===== src/rtl/mip_pkg.sv =====
package mip_pkg;
  localparam int MIP_NUM_PORTS = 4;
  localparam int MIP_PORT_W    = 8;
  localparam int MIP_ADDR_W    = 3;

  typedef enum logic [1:0] {
    SEL_PORT = 2'd0,
    SEL_MASK = 2'd1,
    SEL_NONE = 2'd2
  } rd_sel_e;
endpackage


===== src/rtl/mip_sync.sv =====
module mip_sync #(
  parameter int WIDTH  = 32,
  parameter int STAGES = 2
) (
  input  logic             clk,
  input  logic             rst,
  input  logic [WIDTH-1:0] d_async,
  output logic [WIDTH-1:0] q_sync
);
  generate
    if (STAGES == 0) begin : g_bypass
      assign q_sync = d_async;
    end else begin : g_chain
      logic [WIDTH-1:0] stage_q [STAGES];
      always_ff @(posedge clk) begin
        if (rst) begin
          for (int s = 0; s < STAGES; s++) stage_q[s] <= '0;
        end else begin
          stage_q[0] <= d_async;
          for (int s = 1; s < STAGES; s++) stage_q[s] <= stage_q[s-1];
        end
      end
      assign q_sync = stage_q[STAGES-1];
    end
  endgenerate
endmodule


===== src/rtl/mip_port_cell.sv =====
module mip_port_cell #(
  parameter int PORT_W = 8
) (
  input  logic              clk,
  input  logic              rst,
  input  logic              load,
  input  logic [PORT_W-1:0] load_data,
  input  logic [PORT_W-1:0] live_in,
  output logic [PORT_W-1:0] latch_q,
  output logic [PORT_W-1:0] view
);
  always_ff @(posedge clk) begin
    if (rst)       latch_q <= '0;
    else if (load) latch_q <= load_data;
  end

  // A set override bit hides the live line
  assign view = live_in & ~latch_q;
endmodule


===== src/rtl/mip_mask_reg.sv =====
module mip_mask_reg #(
  parameter int NUM_PORTS = 4
) (
  input  logic                 clk,
  input  logic                 rst,
  input  logic                 load,
  input  logic [NUM_PORTS-1:0] load_data,
  output logic [NUM_PORTS-1:0] mask_q
);
  always_ff @(posedge clk) begin
    if (rst)       mask_q <= '0;
    else if (load) mask_q <= load_data;
  end
endmodule


===== src/rtl/mip_read_mux.sv =====
module mip_read_mux
  import mip_pkg::*;
#(
  parameter int NUM_PORTS = 4,
  parameter int PORT_W    = 8,
  parameter int ADDR_W    = 3,
  parameter int MASK_ADDR = 7
) (
  input  logic                        clk,
  input  logic                        rst,
  input  logic                        rd_en,
  input  logic [ADDR_W-1:0]           addr,
  input  logic [NUM_PORTS*PORT_W-1:0] port_views,
  input  logic [NUM_PORTS-1:0]        mask_q,
  output logic [PORT_W-1:0]           rd_data
);
  localparam int PSEL_W = (NUM_PORTS > 1) ? $clog2(NUM_PORTS) : 1;

  rd_sel_e           sel;
  logic [PORT_W-1:0] port_word;
  logic [PORT_W-1:0] mask_word;
  logic [PORT_W-1:0] next_word;

  always_comb begin
    if (int'(addr) < NUM_PORTS)       sel = SEL_PORT;
    else if (int'(addr) == MASK_ADDR) sel = SEL_MASK;
    else                              sel = SEL_NONE;
  end

  assign port_word = port_views[addr[PSEL_W-1:0]*PORT_W +: PORT_W];

  always_comb begin
    mask_word = '0;
    mask_word[NUM_PORTS-1:0] = mask_q;
  end

  always_comb begin
    case (sel)
      SEL_PORT: next_word = port_word;
      SEL_MASK: next_word = mask_word;
      default:  next_word = '0;
    endcase
  end

  always_ff @(posedge clk) begin
    if (rst)        rd_data <= '0;
    else if (rd_en) rd_data <= next_word;
  end
endmodule


===== src/rtl/maskable_input_ports.sv =====
module maskable_input_ports
  import mip_pkg::*;
#(
  parameter int NUM_PORTS   = MIP_NUM_PORTS,
  parameter int PORT_W      = MIP_PORT_W,
  parameter int ADDR_W      = MIP_ADDR_W,
  parameter int MASK_ADDR   = 7,
  parameter int SYNC_STAGES = 2
) (
  input  logic                        clk,
  input  logic                        rst,
  input  logic [NUM_PORTS*PORT_W-1:0] in_lines,
  input  logic [ADDR_W-1:0]           addr,
  input  logic                        rd_en,
  input  logic                        wr_en,
  input  logic [PORT_W-1:0]           wr_data,
  output logic [PORT_W-1:0]           rd_data
);
  localparam int LINES = NUM_PORTS * PORT_W;

  logic [LINES-1:0]     sync_in;
  logic [LINES-1:0]     latch_q;
  logic [LINES-1:0]     port_views;
  logic [NUM_PORTS-1:0] mask_q;
  logic                 mask_load;

  mip_sync #(.WIDTH(LINES), .STAGES(SYNC_STAGES)) u_sync (
    .clk(clk), .rst(rst), .d_async(in_lines), .q_sync(sync_in)
  );

  assign mask_load = wr_en && (int'(addr) == MASK_ADDR);

  mip_mask_reg #(.NUM_PORTS(NUM_PORTS)) u_mask (
    .clk(clk), .rst(rst), .load(mask_load),
    .load_data(wr_data[NUM_PORTS-1:0]), .mask_q(mask_q)
  );

  generate
    for (genvar p = 0; p < NUM_PORTS; p++) begin : g_port
      logic hit;
      assign hit = wr_en && (addr == ADDR_W'(p)) && !mask_q[p];
      mip_port_cell #(.PORT_W(PORT_W)) u_cell (
        .clk(clk), .rst(rst), .load(hit), .load_data(wr_data),
        .live_in(sync_in[p*PORT_W +: PORT_W]),
        .latch_q(latch_q[p*PORT_W +: PORT_W]),
        .view(port_views[p*PORT_W +: PORT_W])
      );
    end
  endgenerate

  mip_read_mux #(
    .NUM_PORTS(NUM_PORTS), .PORT_W(PORT_W),
    .ADDR_W(ADDR_W), .MASK_ADDR(MASK_ADDR)
  ) u_rmux (
    .clk(clk), .rst(rst), .rd_en(rd_en), .addr(addr),
    .port_views(port_views), .mask_q(mask_q), .rd_data(rd_data)
  );
endmodule


===== config.mk =====
export PLATFORM = sky130hd
export DESIGN_NAME = maskable_input_ports
export DESIGN_NICKNAME = d
export VERILOG_FILES = /design/src/rtl/mip_pkg.sv /design/src/rtl/mip_sync.sv /design/src/rtl/mip_port_cell.sv /design/src/rtl/mip_mask_reg.sv /design/src/rtl/mip_read_mux.sv /design/src/rtl/maskable_input_ports.sv
export SDC_FILE = /design/constraint.sdc
export NUM_CORES = 1
export LEC_CHECK = 0
export ABC_AREA = 1
export BUFFER_PORTS_ARGS = -buffer_cell sky130_fd_sc_hd__clkbuf_2
export CAP_MARGIN = 15
export CORE_MARGIN = 2
export CORE_UTILIZATION = 60
export CTS_CLUSTER_SIZE = 16
export DETAILED_ROUTE_END_ITERATION = 10
export GPL_TIMING_DRIVEN = 0
export PLACE_DENSITY = 0.91
export SETUP_SLACK_MARGIN = 0.3
export SYNTH_ARGS = -nofsm -noshare
export SYNTH_HDL_FRONTEND = slang
export SYNTH_SLANG_ARGS = --single-unit

===== constraint.sdc =====
create_clock -name clk -period 1.4 [get_ports clk]
set_input_delay 0.07 -clock clk [delete_from_list [all_inputs] [get_ports clk]]
set_output_delay 0.07 -clock clk [all_outputs]
set_load 0.03 [all_outputs]

Word-level counts from Yosys, hierarchy flattened
Memory sizes are Yosys's and may differ from the RTL's. Index checks and enable logic that the tools add are counted.

Memories kept: 1. Bits in registers: 44. Bits in writable memories: 64. Bits of input ports: 47. Output and inout port bits: 8. Word-level logic and storage cells: 47.

$lt $le $gt $ge: 1. Shift operators: 1. Muxes and demuxes: 8. Bitwise operators: 10. Reduce and logical (&&, ||, !) cells: 15. Equality and inequality tests: 5.

Memory list: u_sync.g_chain.stage_q (depth 2, bits a word 32, rd ports 2, clocked after Yosys merged registers in 0, wr ports 2, RTL line mip_sync.sv:14) `logic [WIDTH-1:0] stage_q [STAGES];`.

Operators by type and width (count): 2-to-1 mux 32 bit (2); AND 8 bit (4); NOT 8 bit (4); indexed part select 32 x 6 -> 8 bit (1); one-hot mux 8 bit (2 select lines) (1); logical AND 1 bit (9); == test 3 x 1 -> 1 bit, second input constant (2); == test 3 x 2 -> 1 bit, second input constant (2); zero test 1 bit (4); 2-to-1 mux 2 bit (2); zero test 3 bit (1); less-than comparator 3 bit, second input constant (1); 2-to-1 mux 1 bit (3); == test 2 x 1 -> 1 bit, second input constant (1); zero test 2 bit (1); OR 1 bit (2).

Longest topological paths before layout
Gate-level depths: netlist of the first run.

Word-level depth: 5. Depth in mapped cells: 7.

Hierarchy
Synthesis of the first run repeated with hierarchy kept, for this count alone.

Cells, all modules: 644. Area total of the unflattened synthesis: 4742.0 µm².

Modules (own cells, without submodules): mip_sync (cells an instance 231, area an instance 2080.7 µm², times used 1); mip_port_cell (cells an instance 67, area an instance 455.4 µm², times used 4); mip_read_mux (cells an instance 101, area an instance 591.8 µm², times used 1); mip_mask_reg (cells an instance 26, area an instance 172.7 µm², times used 1); maskable_input_ports (cells an instance 18, area an instance 75.1 µm², times used 1).

Worst setup path after synthesis of the first run
OpenSTA, ideal clock, no wires.

Path type: reg-to-reg. Start: register u_mask.mask_q[1]. End: register g_port[1].u_cell.latch_q[1]. Path slack: 0.469 ns. Setup time: 0.116 ns. Path buffers: 1. Stages on the path, launching flop included: 6. Clock period less this slack: 0.931 ns. Required time: 1.284 ns. Arrival: 0.815 ns. Cell sequence: dfxtp_1 > nor2_1 > nand2_1 > buf_4 > o21ai_0 > nor2_1.

Longest elaborated chain between the ends: 2.

RTL lines: start: declaration (RTL line mip_mask_reg.sv:8) `output logic [NUM_PORTS-1:0] mask_q`; start signal: assignment (RTL line mip_mask_reg.sv:12) `else if (load) mask_q <= load_data;`; zero test 1 bit (RTL line maskable_input_ports.sv:41) `assign hit = wr_en && (addr == ADDR_W'(p)) && !mask_q[p];`; logical AND 1 bit (RTL line maskable_input_ports.sv:41); end signal: assignment (RTL line mip_port_cell.sv:14) `else if (load) latch_q <= load_data;`; end: declaration (RTL line mip_port_cell.sv:9) `output logic [PORT_W-1:0] latch_q,`.

No other way between the ends. A chain may end at the register's enable or synchronous reset.

Final worst setup path of the first run
Start: register u_mask.mask_q[0]. End: register g_port[0].u_cell.latch_q[1].

Longest elaborated chain between the ends: 2.

RTL lines (RTL line): zero test 1 bit (maskable_input_ports.sv:41); logical AND 1 bit (maskable_input_ports.sv:41); end signal: assignment (mip_port_cell.sv:14); end: declaration (mip_port_cell.sv:9).

No other way between the ends.

==> results of run 1 <==
[per-stage QoR]
step	utilization	instance area (µm²)
6_report	0.754	4710
2_1_floorplan	-	3810
4_1_cts	0.752	4700
3_5_place_dp	0.669	4170
5_1_grt	0.754	4710
3_3_place_gp	0.669	4170
[worst max-delay path by stage]
stage | slack, ns | end
after global routing | 0.18 | g_port[0].u_cell.latch_q[3]
final | 0.29 | g_port[0].u_cell.latch_q[1]
after floorplan | 0.47 | g_port[1].u_cell.latch_q[1]
after detailed placement | 0.14 | g_port[0].u_cell.latch_q[6]
after CTS | 0.31 | g_port[1].u_cell.latch_q[1]
after global placement | 0.20 | g_port[1].u_cell.latch_q[1]
[metal layers]
metal,up-vias,track usage,share of wire
met5,-,0,0
met4,0,0.150,0.046
met3,38,0.0593,0.076
met2,168,0.495,0.50
met1,1493,0.316,0.38
li1,1681,-,-
[power by group through the flow]
stage                     combinational, mW  clock [mW]  sequential [mW]
after global placement                0.451           0             3.31
after floorplan                       0.270           0             3.33
final                                 0.567        1.92             3.25
after global routing                  0.628        2.05             3.26
after detailed placement              0.472           0             3.32
after CTS                             0.545        1.91             3.25
[area by class of cell]
class / instances / area [µm²]
Buffer: 16 / 82.6
Sequential cell: 108 / 2160
Fill cell: 462 / 1530
Tap cell: 77 / 96.3
Clock buffer: 11 / 141
Inverter: 118 / 443
Clock inverter: 5 / 60.1
Timing Repair Buffer: 85 / 586
Multi-Input combinational cell: 263 / 1140
[state kept, by name, indices dropped and copies added (netlist names)]
register / cells
u_sync.g_chain.stage_q: 64
g_port.u_cell.latch_q: 32
u_rmux.rd_data: 8
u_mask.mask_q: 4
[synth_stat cells]
| master | n | share of area |
|---|---|---|
| nor2_2 | 2 | 0.0033 |
| nand2_1 | 40 | 0.039 |
| nand3_1 | 8 | 0.011 |
| nor2_1 | 122 | 0.12 |
| o21ai_0 | 41 | 0.054 |
| nor2_4 | 1 | 0.0030 |
| buf_1 | 1 | 0.00098 |
| nand2_2 | 3 | 0.0049 |
| o21ai_1 | 14 | 0.018 |
| buf_6 | 1 | 0.0030 |
| buf_4 | 2 | 0.0039 |
| inv_1 | 114 | 0.11 |
| clkbuf_1 | 8 | 0.0079 |
| buf_2 | 4 | 0.0053 |
| dfxtp_1 | 108 | 0.57 |
| a31oi_1 | 1 | 0.0016 |
| a21oi_1 | 31 | 0.041 |
| inv_2 | 4 | 0.0039 |
[cells in the final DEF, fill, tap and decap left out, types with 10 or more instances in the layout]
cell,n
nor2_1,120
a21oi_1,31
dlygate4sd3_1,32
dfxtp_1,108
inv_1,114
nand2_1,38
clkbuf_2,53
clkbuf_8,10
o21ai_1,22
o21ai_0,33
[timing repair]
item                                    4_1_cts  5_1_grt
gates resized for setup                       0       14
endpoints found under the setup margin        0       17
hold buffers                                 32        0
endpoints found under the hold margin        32        0
[critical path, delay by kind of cell (launching register included)]
family	cells	cell delay, ns
buf+inv	2	0.28
simple gates	2	0.20
compound gates	1	0.20
flops	1	0.32
[kinds of logic (layout without fill, tap and decap cells)]
| group | Yosys count | after routing | synth area share |
|---|---|---|---|
| flip-flops | 108 | 108 | 0.567 |
| buffers and inverters | 134 | 235 | 0.137 |
| AO/OA/AOI/OAI | 87 | 87 | 0.115 |
| AND/OR/NAND/NOR | 176 | 176 | 0.181 |
==> flow_metrics.py, run 1 <==
metrics = {
    "outcome": {
        "status": "finished, violations left",
        "violations": "hold timing",
    },
    "power_and_ir_drop": {
        "ir_worst_vdd_v": 0.000790,
        "p_comb_frac": 0.099,
        "p_total_mw": 5.74,
        "p_seq_frac": 0.566,
        "internal-power_mw": 4.31,
        "switching_share": 0.248,
        "power_density_nw_per_um2": 1220,
        "p_leak_nw": 2.23,
        "power_switching_mw": 1.42,
        "pwr-share-clk": 0.335,
    },
    "critical_path": {
        "path_max_fanout": 10,
        "r2r_slack_ns": 0.29,
        "crit_type": "flip-flop to flip-flop",
        "rr_endpoint": "g_port[0].u_cell.latch_q[1]",
        "worstRegToRegCells": 5,
        "worstSetupEndpointType": "flip-flop",
        "critPathSlowestCell": "dfxtp_1",
        "worstSetupStartpoint": "u_mask.mask_q[0]",
        "cp-start-kind": "flip-flop",
        "r2r_start": "u_mask.mask_q[0]",
        "worstPathRequired_ns": 1.66,
        "arrival_ns": 1.38,
        "crit_chain": "inv_1 -> nand3_1 -> buf_4 -> o21ai_0 -> nor2_1",
        "cpPeakStageDelay_ns": 0.32,
    },
    "logic_synthesis": {
        "synth_nets": 552,
        "yosysSeqAreaShare": 0.567,
        "syn_area_per_cell_um2": 7.55,
        "synth-warning-count": 0,
        "netlist_area_um2": 3810,
        "synth-seq-cells": 108,
        "syn_inst": 505,
        "synthDistinctLibCells": 18,
    },
    "grt": {
        "grt-ovfl-total": 0,
        "antenna_found_initial": 0,
        "grt_pass1_vias": 3270,
        "grt_usage": 0.280,
        "grt_pass1_wl_um": 14900,
        "grt_max_degree": 18,
    },
    "hold_path": {
        "holdPathStages": 3,
        "worstHoldEndpoint": "g_port[1].u_cell.latch_q[7]",
        "hold_start": "wr_data[7]",
        "hold_class": "input port to flip-flop",
    },
    "layout": {
        "antenna_cells": 0,
        "layout.cells.non_filler": 683,
        "drive_gt1_frac": 0.147,
        "area_growth_pct": 23.5,
        "nNetsFinal": 648,
    },
    "sta": {
        "period_share": 0.795,
        "max_freq_mhz": 899,
        "slew_violations": 0,
        "period_needed_ns": 1.11,
        "slew-limit-headroom": 0.680,
        "skew_ns": 0.0117,
        "hold_viol": 1,
        "tns_ns": 0,
        "final.setup.worst_slack_ns": 0.287,
        "whs_ns": -0.00600,
        "setup_violations": 0,
        "rsz0062_at_grt": "yes",
        "tightestPinTransition_ns": 0.480,
    },
    "detailed_routing": {
        "drcViolationCount": 0,
        "ant_nets": 0,
        "post_drt_wl_per_cell_um": 13.8,
        "routed_wl_um": 9410,
        "vias": 3380,
        "vias_per_cell": 4.95,
        "drtPass1Iterations": 5,
        "drtIter0Drc": 276,
    },
    "die": {
        "num_rows": 29,
        "start_util": 0.611,
        "die_h_um": 83.7,
        "pin_count": 55,
        "dieArea_um2": 7010,
        "die_x_um": 83.7,
        "core_um2": 6240,
    },
    "place": {
        "dp_cells": 635,
        "dp_hpwl_um": 6360,
        "portBuffers": 53,
        "gp_congestion": 0.962,
        "place_ws_ns": 0.138,
    },
    "clocking": {
        "cts_made_buffers": 9,
        "clockBufferDepth": 2,
        "clk_latency_ns": 0.38,
        "cts_tree": "built",
        "root_buffer": "clkbuf_8",
        "h-tree-depth": 3,
        "cts.sinks": 108,
        "post_cts_buffers": 0,
        "clk_pin_slew_ns": 0.09,
    },
    "job": {
        "cap_violations": 0,
    },
}
Note: power is estimated with default switching activity, not from simulation.
==> inputs of run 2 (changes only) <==
Settings changed: CORE_UTILIZATION 60 to 50, PLACE_DENSITY 0.91 to 0.82.
Clock period 1.4 ns to 1 ns, I/O delays scaled along.
==> run 2 against run 1 <==
The run now ends clean. Clock skew is 0.0060 ns lower. Clock-buffer cell count increased by 1. Via count shrank 1.4%. First-iteration DRC count is 23% lower. Non-clock buffer count grew 10. Combinational power is 66% higher. Worst setup slack worse by 0.28 ns. Register-to-register slack got worse by 0.28 ns. Sequential share of layout area is 4.0 points lower. Worst hold slack better by 0.018 ns. Sequential cell count stayed put. Critical path type unchanged. Critical endpoint is now g_port[2].u_cell.latch_q[0]. Largest power group unchanged. Highest routed layer unchanged.
==> flow_metrics.py, run 2 (synthesized netlist as in run 1, its figures left out) <==
metrics = {
    "outcome": {
        "status": "complete, no violations",
    },
    "detailed_routing": {
        "ant_nets": 0,
        "vias": 3331,
        "post_drt_wl_per_cell_um": 12.9,
        "drtPass1Iterations": 6,
        "routed_wl_um": 9230,
        "drtIter0Drc": 212,
        "vias_per_cell": 4.67,
        "drcViolationCount": 0,
    },
    "layout": {
        "reg_top3": "u_sync.g_chain.stage_q: 64 flops, g_port.u_cell.latch_q: 32 flops, u_rmux.rd_data: 8 flops",
        "design_area_um2": 5230,
        "layout_common_cells": "nor2_1, inv_1, dfxtp_1",
        "layout_commonest_cell": "nor2_1",
        "antenna_cells": 0,
        "largest_register_ffs": 64,
        "drive_gt1_frac": 0.306,
        "largest-register": "u_sync.g_chain.stage_q",
        "area_growth_pct": 37.1,
        "nNetsFinal": 658,
    },
    "grt": {
        "antenna_found_initial": 0,
        "grt-ovfl-total": 0,
        "grt_pass1_vias": 3147,
        "grt_pass1_wl_um": 14300,
        "grt_max_degree": 17,
        "grt_usage": 0.224,
    },
    "die": {
        "die_x_um": 91.3,
        "core_um2": 7330,
        "die_h_um": 91.3,
        "start_util": 0.520,
        "num_rows": 31,
        "dieArea_um2": 8340,
        "pin_count": 55,
    },
    "critical_path": {
        "cp-start-kind": "flip-flop",
        "path_max_fanout": 5,
        "arrival_ns": 1.26,
        "worstPathRequired_ns": 1.26,
        "crit_type": "flip-flop to flip-flop",
        "worstSetupEndpointType": "flip-flop",
    },
    "power_and_ir_drop": {
        "p_total_mw": 8.51,
        "power_density_nw_per_um2": 1630,
        "p_leak_nw": 2.39,
        "ir_worst_vdd_v": 0.00140,
    },
    "clocking": {
        "root_buffer": "clkbuf_8",
        "cts_made_buffers": 9,
        "cts.sinks": 108,
        "clk_latency_ns": 0.37,
        "clockBufferDepth": 2,
        "h-tree-depth": 3,
        "cts_tree": "built",
        "clk_pin_slew_ns": 0.09,
    },
    "sta": {
        "rsz0062_at_grt": "yes",
        "slew-limit-headroom": 0.590,
        "setup_violations": 0,
        "hold_viol": 0,
        "skew_ns": 0.00564,
        "tightestPinTransition_ns": 0.616,
        "max_freq_mhz": 1010,
        "period_share": 0.994,
        "period_needed_ns": 0.994,
        "tns_ns": 0,
        "slew_violations": 0,
    },
    "hold_path": {
        "hold_class": "input port to flip-flop",
    },
    "place": {
        "gp_congestion": 0.891,
        "dp_hpwl_um": 6030,
        "placed_area_um2": 4260,
        "portBuffers": 53,
    },
    "job": {
        "cap_violations": 0,
    },
}
-- run 2: cell types whose count changed in the layout (fill, tap and decap cells not counted), moves of 13 or more --
cell,change
a21oi_1,-13
a21oi_2,+13
dfxtp_1,-22
dfxtp_2,+21
o21ai_0,-20
o21ai_2,+28
-- run 2: per-layer routing --
layer,vias up,GRT usage,wire length (µm)
met5,-,0,0
met4,0,0.0985,282
met3,26,0.0432,526
met2,116,0.389,4550
met1,1486,0.269,3870
li1,1703,-,-
-- run 2: repair_timing --
item / 4_1_cts / 5_1_grt
hold buffers: 32 / 0
pin swaps: 3 / 9
hold endpoints to repair: 32 / 0
setup endpoints to repair: 48 / 51
cloned: 4 / 0
buffers inserted: 4 / 2
resized for setup: 66 / 65
-- run 2: stage by stage --
step                hold WS, ns  instances   util  worst slack [ns]
floorplan                 0.157        505      -             0.125
global placement          0.242        657  0.581            -0.193
detailed placement        0.246        657  0.581            -0.221
CTS                     0.00706        712  0.689            0.0392
global route             0.0204        714  0.713           -0.0226
finish                   0.0116        714  0.713           0.00648
-- run 2: path summary, 6_finish.rpt --
| kind | slack [ns] | depth (start not counted) | start | to |
|---|---|---|---|---|
| worst min register to register | 0.40 | 2 | u_sync.g_chain.stage_q[0][12] | u_sync.g_chain.stage_q[0][44] |
| worst max-delay path | 0.006 | 5 | u_mask.mask_q[2] | g_port[2].u_cell.latch_q[0] |
| worst max register to register | 0.006 | 5 | u_mask.mask_q[2] | g_port[2].u_cell.latch_q[0] |
| worst min-delay path | 0.01 | 4 | addr[2] | u_rmux.rd_data[3] |
-- run 2: worst max-delay path: stages, from the launching register on --
cell     delay, ns
dfxtp_2       0.34
nor2_2        0.09
nand2_2       0.10
buf_4         0.17
o21ai_2       0.15
a21oi_2       0.04
-- run 2: final cells by class --
cell class | instances | area, µm²
clock inverters | 3 | 67.6
inverters | 118 | 443
well taps | 99 | 124
plain buffers | 16 | 115
fillers | 550 | 2100
flip-flops and latches | 108 | 2190
clock buffers | 12 | 166
multi-input cells | 263 | 1370
repair buffers | 95 | 752
-- run 2: where the power goes --
group / internal, mW / switching (mW) / total, mW
logic: 0.409 / 0.533 / 0.943
registers: 4.49 / 0.0717 / 4.56
clock network: 1.62 / 1.39 / 3.00
==> inputs of run 3 (changes only) <==
Settings changed: HOLD_SLACK_MARGIN set to 0.02.
==> run 3 against run 2 <==
Worst setup slack better by 0.0032 ns. Fmax up 0.32%. Via count up 1.6%. Total power up 0.17%. Non-clock buffer count up 2. Global-route usage up 0.52 points.
==> flow_metrics.py, run 3 (synthesized netlist as in run 1, its figures left out) <==
metrics = {
    "outcome": {
        "status": "complete, no violations",
    },
    "sta": {
        "max_freq_mhz": 1010,
        "period_needed_ns": 0.990,
        "slew_violations": 0,
        "period_share": 0.990,
        "slew-limit-headroom": 0.563,
        "tightestPinTransition_ns": 0.655,
        "skew_ns": 0.00711,
        "rsz0062_at_grt": "yes",
        "hold_viol": 0,
        "setup_violations": 0,
    },
    "clocking": {
        "root_buffer": "clkbuf_8",
        "cts_made_buffers": 9,
        "h-tree-depth": 3,
        "cts_tree": "built",
        "cts.sinks": 108,
        "clk_pin_slew_ns": 0.09,
        "clk_latency_ns": 0.37,
        "clockBufferDepth": 2,
    },
    "layout": {
        "reg_top3": "u_sync.g_chain.stage_q: 64 flops, g_port.u_cell.latch_q: 32 flops, u_rmux.rd_data: 8 flops",
        "area_growth_pct": 37.4,
        "largest-register": "u_sync.g_chain.stage_q",
        "layout_common_cells": "nor2_1, inv_1, dfxtp_1",
        "antenna_cells": 0,
        "nNetsFinal": 660,
        "layout_commonest_cell": "nor2_1",
        "n_fill_cell": 550,
        "layout.cells.non_filler": 716,
        "drive_gt1_frac": 0.303,
        "largest_register_ffs": 64,
    },
    "critical_path": {
        "r2r_slack_ns": 0.01,
        "path_max_fanout": 5,
        "cp-start-kind": "flip-flop",
        "worstPathRequired_ns": 1.26,
        "critPathSlowestCell": "dfxtp_2",
        "crit_chain": "nor2_2 -> nand2_2 -> buf_4 -> o21ai_2 -> a21oi_2",
        "worstSetupEndpointType": "flip-flop",
        "worstSetupEndpoint": "g_port[2].u_cell.latch_q[0]",
        "rr_endpoint": "g_port[2].u_cell.latch_q[0]",
        "r2r_start": "u_mask.mask_q[2]",
        "crit_type": "flip-flop to flip-flop",
        "cpPeakStageDelay_ns": 0.34,
        "worstSetupStartpoint": "u_mask.mask_q[2]",
        "worstRegToRegCells": 5,
        "arrival_ns": 1.25,
    },
    "hold_path": {
        "hold_class": "input port to flip-flop",
    },
    "power_and_ir_drop": {
        "p_leak_nw": 2.40,
        "ir_worst_vdd_v": 0.00139,
        "p_total_mw": 8.52,
        "power_density_nw_per_um2": 1630,
    },
    "detailed_routing": {
        "ant_nets": 0,
        "routed_wl_um": 9480,
        "drtIter0Drc": 261,
        "post_drt_wl_per_cell_um": 13.2,
        "vias_per_cell": 4.73,
        "drtPass1Iterations": 5,
        "vias": 3385,
        "drcViolationCount": 0,
    },
    "die": {
        "die_h_um": 91.3,
        "dieArea_um2": 8340,
        "num_rows": 31,
        "pin_count": 55,
        "die_x_um": 91.3,
        "start_util": 0.520,
        "core_um2": 7330,
    },
    "place": {
        "dp_hpwl_um": 6030,
        "dp_cells": 657,
        "gp_congestion": 0.891,
        "portBuffers": 53,
    },
    "grt": {
        "grt_pass1_wl_um": 14600,
        "grt_pass1_vias": 3212,
        "grt_max_degree": 17,
        "grt_usage": 0.229,
        "grt-ovfl-total": 0,
        "antenna_found_initial": 0,
    },
    "job": {
        "cap_violations": 0,
    },
}
run 3: through the flow:
stage / hold slack [ns] / setup slack (ns) / utilization / cell area (µm²) / TNS (ns)
4_1_cts: 0.00706 / 0.0392 / 0.692 / 5070 / 0
5_1_grt: 0.0204 / -0.0208 / 0.715 / 5240 / -0.0736
3_5_place_dp: 0.246 / -0.221 / 0.581 / 4260 / -4.34
3_3_place_gp: 0.242 / -0.193 / 0.581 / 4260 / -3.47
6_report: 0.0243 / 0.00964 / 0.715 / 5240 / 0
2_1_floorplan: 0.157 / 0.125 / - / 3870 / 0
run 3: area by class of cell:
cell class,count,area (µm²),share of cell area
Buffer,16,115,0.0220
Clock buffer,12,166,0.0318
Clock inverter,3,67.6,0.0129
Inverter,118,443,0.0845
Multi-Input combinational cell,263,1360,0.260
Sequential cell,108,2190,0.418
Tap cell,99,124,0.0236
Timing Repair Buffer,97,772,0.147
run 3: critical path, delay by kind of cell, from the launching register on:
family	cells	cell delay (ns)
DFF	1	0.34
and+or+nand+nor	2	0.19
AOI/OAI and AO/OA	2	0.19
buffers and inverters	1	0.17
run 3: how the worst min path moves through the flow:
stage	startpoint	end	depth (start not counted)
after global placement	in_lines[1]	u_sync.g_chain.stage_q[0][1]	3
after CTS	wr_data[4]	g_port[0].u_cell.latch_q[4]	3
after global routing	addr[2]	u_rmux.rd_data[3]	4
final	addr[2]	u_rmux.rd_data[3]	4
after floorplan	in_lines[0]	u_sync.g_chain.stage_q[0][0]	2
after detailed placement	in_lines[20]	u_sync.g_chain.stage_q[0][20]	3
run 3: where the power goes:
group	total [mW]	internal (mW)	switching, mW
sequential	4.56	4.49	0.0725
combinational	0.954	0.414	0.540
clock	3.01	1.62	1.39
total	8.52	6.52	2.00
run 3: routing by layer:
layer  track usage  share of wire
met4         0.112          0.033
met3        0.0448          0.066
met1         0.268           0.41
met2         0.401           0.49
met5             0              0
run 3: timing repair:
action	in CTS	in global routing
hold buffers	34	0
endpoints found under the hold margin	37	0
gates resized for setup	66	65
cloned	4	0
pin swaps	3	9
endpoints found under the setup margin	48	51
setup buffers	4	2
